### src/rtl/popc_pkg.sv
package popc_pkg;
  typedef enum logic [0:0] {
    PC_IDLE = 1'b0,
    PC_SCAN = 1'b1
  } pc_state_e;
endpackage

### src/rtl/popc_tgl_detect.sv
module popc_tgl_detect (
  input  logic clk,
  input  logic rst,
  input  logic tgl_in,
  output logic evt
);
  logic seen_q;

  always_ff @(posedge clk) begin
    if (rst) seen_q <= 1'b0;
    else     seen_q <= tgl_in;
  end

  assign evt = (tgl_in != seen_q);
endmodule

### src/rtl/popc_fsm.sv
module popc_fsm
  import popc_pkg::*;
(
  input  logic clk,
  input  logic rst,
  input  logic start_evt,
  input  logic work_zero,
  output logic load,
  output logic step,
  output logic finish,
  output logic busy
);
  pc_state_e state_q, state_d;

  always_comb begin
    state_d = state_q;
    load    = 1'b0;
    step    = 1'b0;
    finish  = 1'b0;
    unique case (state_q)
      PC_IDLE: begin
        if (start_evt) begin
          load    = 1'b1;
          state_d = PC_SCAN;
        end
      end
      PC_SCAN: begin
        if (work_zero) begin
          finish  = 1'b1;
          state_d = PC_IDLE;
        end else begin
          step = 1'b1;
        end
      end
      default: state_d = PC_IDLE;
    endcase
  end

  always_ff @(posedge clk) begin
    if (rst) state_q <= PC_IDLE;
    else     state_q <= state_d;
  end

  assign busy = (state_q == PC_SCAN);
endmodule

### src/rtl/popc_scan_dp.sv
module popc_scan_dp #(
  parameter int WIDTH = 16,
  parameter int CNT_W = 5
) (
  input  logic             clk,
  input  logic             rst,
  input  logic             load,
  input  logic             step,
  input  logic [WIDTH-1:0] data,
  output logic [WIDTH-1:0] work,
  output logic [CNT_W-1:0] acc,
  output logic             work_zero
);
  always_ff @(posedge clk) begin
    if (rst) begin
      work <= '0;
      acc  <= '0;
    end else if (load) begin
      work <= data;
      acc  <= '0;
    end else if (step) begin
      work <= work >> 1;
      acc  <= acc + CNT_W'(work[0]);
    end
  end

  assign work_zero = (work == '0);
endmodule

### src/rtl/popc_serial.sv
module popc_serial #(
  parameter int WIDTH = 16,
  localparam int CNT_W = $clog2(WIDTH + 1)
) (
  input  logic             clk,
  input  logic             rst,
  input  logic [WIDTH-1:0] data_in,
  input  logic             start_tgl,
  output logic [CNT_W-1:0] count_out,
  output logic             done_tgl
);
  logic             start_evt;
  logic             load, step, finish, busy, work_zero;
  logic [WIDTH-1:0] work_q;
  logic [CNT_W-1:0] acc_q;

  popc_tgl_detect u_det (
    .clk    (clk),
    .rst    (rst),
    .tgl_in (start_tgl),
    .evt    (start_evt)
  );

  popc_fsm u_fsm (
    .clk       (clk),
    .rst       (rst),
    .start_evt (start_evt),
    .work_zero (work_zero),
    .load      (load),
    .step      (step),
    .finish    (finish),
    .busy      (busy)
  );

  popc_scan_dp #(.WIDTH(WIDTH), .CNT_W(CNT_W)) u_dp (
    .clk       (clk),
    .rst       (rst),
    .load      (load),
    .step      (step),
    .data      (data_in),
    .work      (work_q),
    .acc       (acc_q),
    .work_zero (work_zero)
  );

  always_ff @(posedge clk) begin
    if (rst) begin
      count_out <= '0;
      done_tgl  <= 1'b0;
    end else if (finish) begin
      count_out <= acc_q;
      done_tgl  <= ~done_tgl;
    end
  end
endmodule

### config.mk
export PLATFORM = sky130hd
export DESIGN_NAME = popc_serial
export DESIGN_NICKNAME = d
export VERILOG_FILES = /design/src/rtl/popc_pkg.sv /design/src/rtl/popc_tgl_detect.sv /design/src/rtl/popc_fsm.sv /design/src/rtl/popc_scan_dp.sv /design/src/rtl/popc_serial.sv
export SDC_FILE = /design/constraint.sdc
export NUM_CORES = 1
export LEC_CHECK = 0
export ABC_AREA = 1
export CAP_MARGIN = 20
export CORE_MARGIN = 2
export CORE_UTILIZATION = 43
export CTS_CLUSTER_SIZE = 14
export DETAILED_ROUTE_END_ITERATION = 12
export GPL_ROUTABILITY_DRIVEN = 0
export PLACE_DENSITY = 0.71
export SYNTH_ARGS = -nofsm -noshare
export SYNTH_HDL_FRONTEND = slang
export SYNTH_SLANG_ARGS = --single-unit
### constraint.sdc
create_clock -name clk -period 1.7 [get_ports clk]
set_input_delay 0.17 -clock clk [delete_from_list [all_inputs] [get_ports clk]]
set_output_delay 0.17 -clock clk [all_outputs]
set_load 0.05 [all_outputs]
Yosys cells after proc, flatten, opt, wreduce, memory -nomap -nowiden. Cells that the tools add are included.

Latch bits: 0. Output and inout bits: 6. Word-level logic and storage cells: 22. Bits in writable memories: 0. Memories: 0. Flip-flop bits (word level): 29. Bits in read-only memories: 0. Input port bits: 19.

Shift operators: 0. Mux-type cells: 9. Reduce and logical (&&, ||, !) cells: 3. Equal/unequal tests: 1. Divide/modulo/power cells: 0. $mul: 0. $add $sub $neg: 1. Bitwise gates (word level): 2. Order comparisons: 0.

Operator list (count): $mux W16 (2); $logic_not A16 Y1 (1); $mux W1 (6); $add A5 B1 Y5 (1); $not A1 Y1 (2); $pmux W1 S2 (1); $reduce_bool A2 Y1 (1); $reduce_or A2 Y1 (1); $ne A1 B1 Y1 (1).

Logic depth before layout (Yosys ltp).
Depth after elaboration: 5. Gate-level depth with buffers: 10. Gate-level depth less buffers: 9.

Hierarchy. From an unflattened synthesis, not the netlist that was laid out.

Cell total of the unflattened synthesis: 239. Area, all modules: 1490.2 um2.

Modules (own cells, without submodules): popc_scan_dp (instances 1, sequential area each 420.4 um2, area each 1142.3 um2, cells an instance 185); popc_serial (instances 1, sequential area each 120.1 um2, area each 244.0 um2, cells an instance 37); popc_fsm (instances 1, sequential area each 20.0 um2, area each 61.3 um2, cells an instance 10); popc_tgl_detect (instances 1, sequential area each 20.0 um2, area each 42.5 um2, cells an instance 7).

Least setup slack after synthesis. No wires, ideal clock.

Path type: reg-to-reg. Start: register u_dp.work[13]. End: register u_dp.work[0]. Required time: 1564 ps. Arrival: 1080 ps. Cell stages (with the launch flop): 10. Path buffers: 1. Setup time: 136 ps. Period minus slack after synthesis: 1216 ps. Slack: 484 ps. Cells stage by stage: dfxtp_1 > nor2_1 > nand2_1 > nor2_2 > nand2_2 > nand2_4 > nand2_4 > buf_6 > nand2_1 > a21oi_2.

Cells in the longest elaborated chain, start to end: 4.

RTL lines: from (decl) (RTL line popc_scan_dp.sv:10) `output logic [WIDTH-1:0] work,`; from (signal assigned) (RTL line popc_scan_dp.sv:19) `work <= data;`; from (signal assigned) (RTL line popc_scan_dp.sv:22) `work <= work >> 1;`; $logic_not A16 Y1 (RTL line popc_scan_dp.sv:27) `assign work_zero = (work == '0);`; $mux W1 (RTL line popc_fsm.sv:28) `if (work_zero) begin`; $mux W1 (RTL line popc_fsm.sv:20) `unique case (state_q)`; $reduce_bool A2 Y1 (no line).

Every way passes these cells. A chain may end at the register's enable or synchronous reset.

Worst setup path in the final report.
Start: register count_out[4]. End: output port count_out[4].

RTL lines: from (decl) (RTL line popc_serial.sv:9) `output logic [CNT_W-1:0] count_out,`; from (signal assigned) (RTL line popc_serial.sv:51) `count_out <= acc_q;`.

No word-level cell between the ends.

==> results.md <==
* Status: complete, no violations
* Port Buffers at 24
* Clock Pin Slew Worst Setup and Hold Paths at 100 ps
* Leading area contributor after synthesis: dfxtp_1
* Final ANT Viol Nets at 0
* Ys async rst share at 0%
* Critical path type: flip-flop to output port
* Post-DP Area at 1740 um2
* Final net count at 250
* Final min period at 1630 ps
* Vias in the first global route at 1183
* Synth top cells by count: nand2_1, dfxtp_1, a21oi_1, nand3_1, nor2_1
* Final WS setup at 71.3 ps
* Slew at the pin with the worst max-slew slack at a little over 500 ps
* Layout cell share with drive strength beyond 1 at 17.0%
* I/O pin cnt at 25
* Gr usage total at 16.3%
* Initial antenna violation count at 0
* Slowest cell on the critical path: clkdlybuf4s50_1
* Post-synth top flop: dfxtp_1
* Crit-path cells: clkdlybuf4s50_1
* Max_cap viols at 0
* Final routed DRC violation total at 0
* Starting DRC count in detailed routing at 96
* Synth-to-Final Area Change at 26.1%
* First-pass GRT wire length at 5.14 mm
* H-tree depth at 2
* Grt ovf at 0
* Die Area at between 3000 and 4000 um2
* CTS buffer count at 5
* # fillers at approximately 330
* Top delay family on crit path: buffers and inverters
* Synth area leaders: dfxtp_1, nand2_1, a21oi_2
* Pre-CTS worst setup slack at roughly 140 ps
* Max Clk Rate at 614 MHz
* Synth Cell Area at around 1500 um2
* Arrival @ worst endpoint at roughly 1500 ps
* Largest net degree at the start of global routing at 25
* Min Hold Slack at 414 ps
* Number of post-CTS setup repair buffers at 0
* Effective utilization at floorplan at 44.4%
* YS warnings at 0
* Clock skew at 2.84 ps
* Worst-Skew Late Latency at 320 ps
* Max stage delay on crit path at 800 ps
* P_leak at ~0.85 nW
* CTS Sinks at 29
* DIE HEIGHT at 62.5 um
* Pwr Density at 1080 nW/um2
* Wirelength per Cell at 10.2 um
* Post-synthesis register bit count at 29
* Syn_nets at 224
* RSZ-0062 raised after global routing: no
* Final HPWL from detailed placement at approximately 2.0 mm
* Worst slew margin at 66.4%
* Most frequent cell after synthesis: nand2_1
* Drt total wl at 2.82 mm
* Die Wd at 62.5 um
* Post-synth EDFFs at 0
* TNS Setup at 0 ps
* Slew Viols, Final at 0
* TritonRoute pass-1 iters at 4
* Worst vdd ir at 675 uV
* Sequential area share after synthesis at about 39%
* Synth unique cells at 23
* Type of origin of the critical path: flip-flop
* Final hold vios at 0
* CP bufs+invs at 1
* Tot Pwr at 0.00200 W
* CP endpoint kind: output port
* CP max FO at 2
* Post-synth top area share at between 30% and 40%
* Vias/cell at 4.74
* Rows at 21
* Synthesized instance count at 203
* Worst-case clock buffer depth at 2
* Core ar. at roughly 3300 um2
* Via total after detailed routing at between 1000 and 1500
* Crit share post-route at 95.8%
* Synthesized area per cell at 7.24 um2
* Finish-stage setup viols at 0
* Antenna cells at 0
* CP required at around 1500 ps
* Final Cell Area at 1850 um2
* HP Class: input pin to flip-flop
* CTS root buf: clkbuf_4
* CTS tree: done
-- kinds of logic (layout without fill, tap and decap cells) --
group,after synthesis,in the layout,share of synthesized area (%)
AO/OA/AOI/OAI,27,27,11.7
flip-flops,29,29,39.5
buffers and inverters,17,44,7.32
AND/OR/NAND/NOR,124,124,37.4
adder cells (fa/ha/maj),2,2,1.70
XOR/XNOR,4,4,2.38
-- routing by layer --
layer	wire, um	up-vias	track usage [%]	share of wire, %
li1	-	696	-	-
met1	1390	580	21.1	49
met2	1240	29	25.4	44
met3	141	4	4.68	5.0
met4	44	0	6.67	1.6
met5	0	-	0	0
-- sequential cells by signal, indices dropped and copies added (netlist names) --
signal        cells
u_fsm.busy        1
done_tgl          1
count_out         5
u_dp.work        16
u_det.seen_q      1
u_dp.acc          5
-- path summary, 6_finish.rpt --
path                                     from       endpoint  slack (ps)  cells after the start
worst max-delay path             count_out[4]   count_out[4]          70                      1
worst max register to register  u_dp.work[14]   u_dp.work[2]         230                      8
worst min-delay path              data_in[15]  u_dp.work[15]         410                      3
worst min register to register   count_out[0]   count_out[0]         470                      2
-- cells in the final DEF, fill, tap and decap left out --
cell type,instances
nand3_2,4
clkdlybuf4s50_1,19
inv_1,3
nand2_1,82
inv_4,1
a21oi_2,10
xnor2_1,2
buf_4,4
nand2_4,3
xor2_1,2
nand3_1,15
o21ai_1,2
dlymetal6s2s_1,5
nor2_1,15
a21oi_1,15
ha_1,2
clkbuf_4,5
dfxtp_1,29
nor2_2,3
inv_2,3
nor2_4,1
bufinv_16,2
clkinv_2,1
buf_12,1
nand2_2,1
-- stage by stage --
stage,cells,utilization (%)
6_report,276,56.0
3_3_place_gp,268,52.5
3_5_place_dp,268,52.5
4_1_cts,276,55.6
2_1_floorplan,203,-
5_1_grt,276,56.0
-- what timing repair did --
action,CTS,global route
endpoints found under the setup margin,0,5
resized for setup,0,5
hold buffers,0,0
-- power breakdown --
| group | total (W) | internal [W] | switching, W | leakage, nW |
|---|---|---|---|---|
| Sequential | 0.000781 | 0.000735 | 0.0000464 | 0.236 |
| Combinational | 0.000509 | 0.000193 | 0.000316 | 0.561 |
| Clock | 0.000707 | 0.000455 | 0.000252 | 0.0552 |
| Total | 0.00200 | 0.00138 | 0.000615 | 0.852 |
-- final cells by class --
cell class	instances	area, um2	area share [%]
multi-input combinational	157	782	42.2
sequential	29	581	31.3
timing repair buffer	29	303	16.3
clock inverter	3	65.1	3.51
tap	46	57.6	3.10
clock buffer	5	37.5	2.02
inverter	7	28.8	1.55
-- worst register-to-register path, stage by stage (launching register included) --
cell	delay [ps]
dfxtp_1	340
nor2_1	130
nand2_1	70
nor2_2	180
nand2_2	90
nand2_4	210
nand2_4	180
nand2_1	120
a21oi_2	50
(Power assumes the default switching activity.)
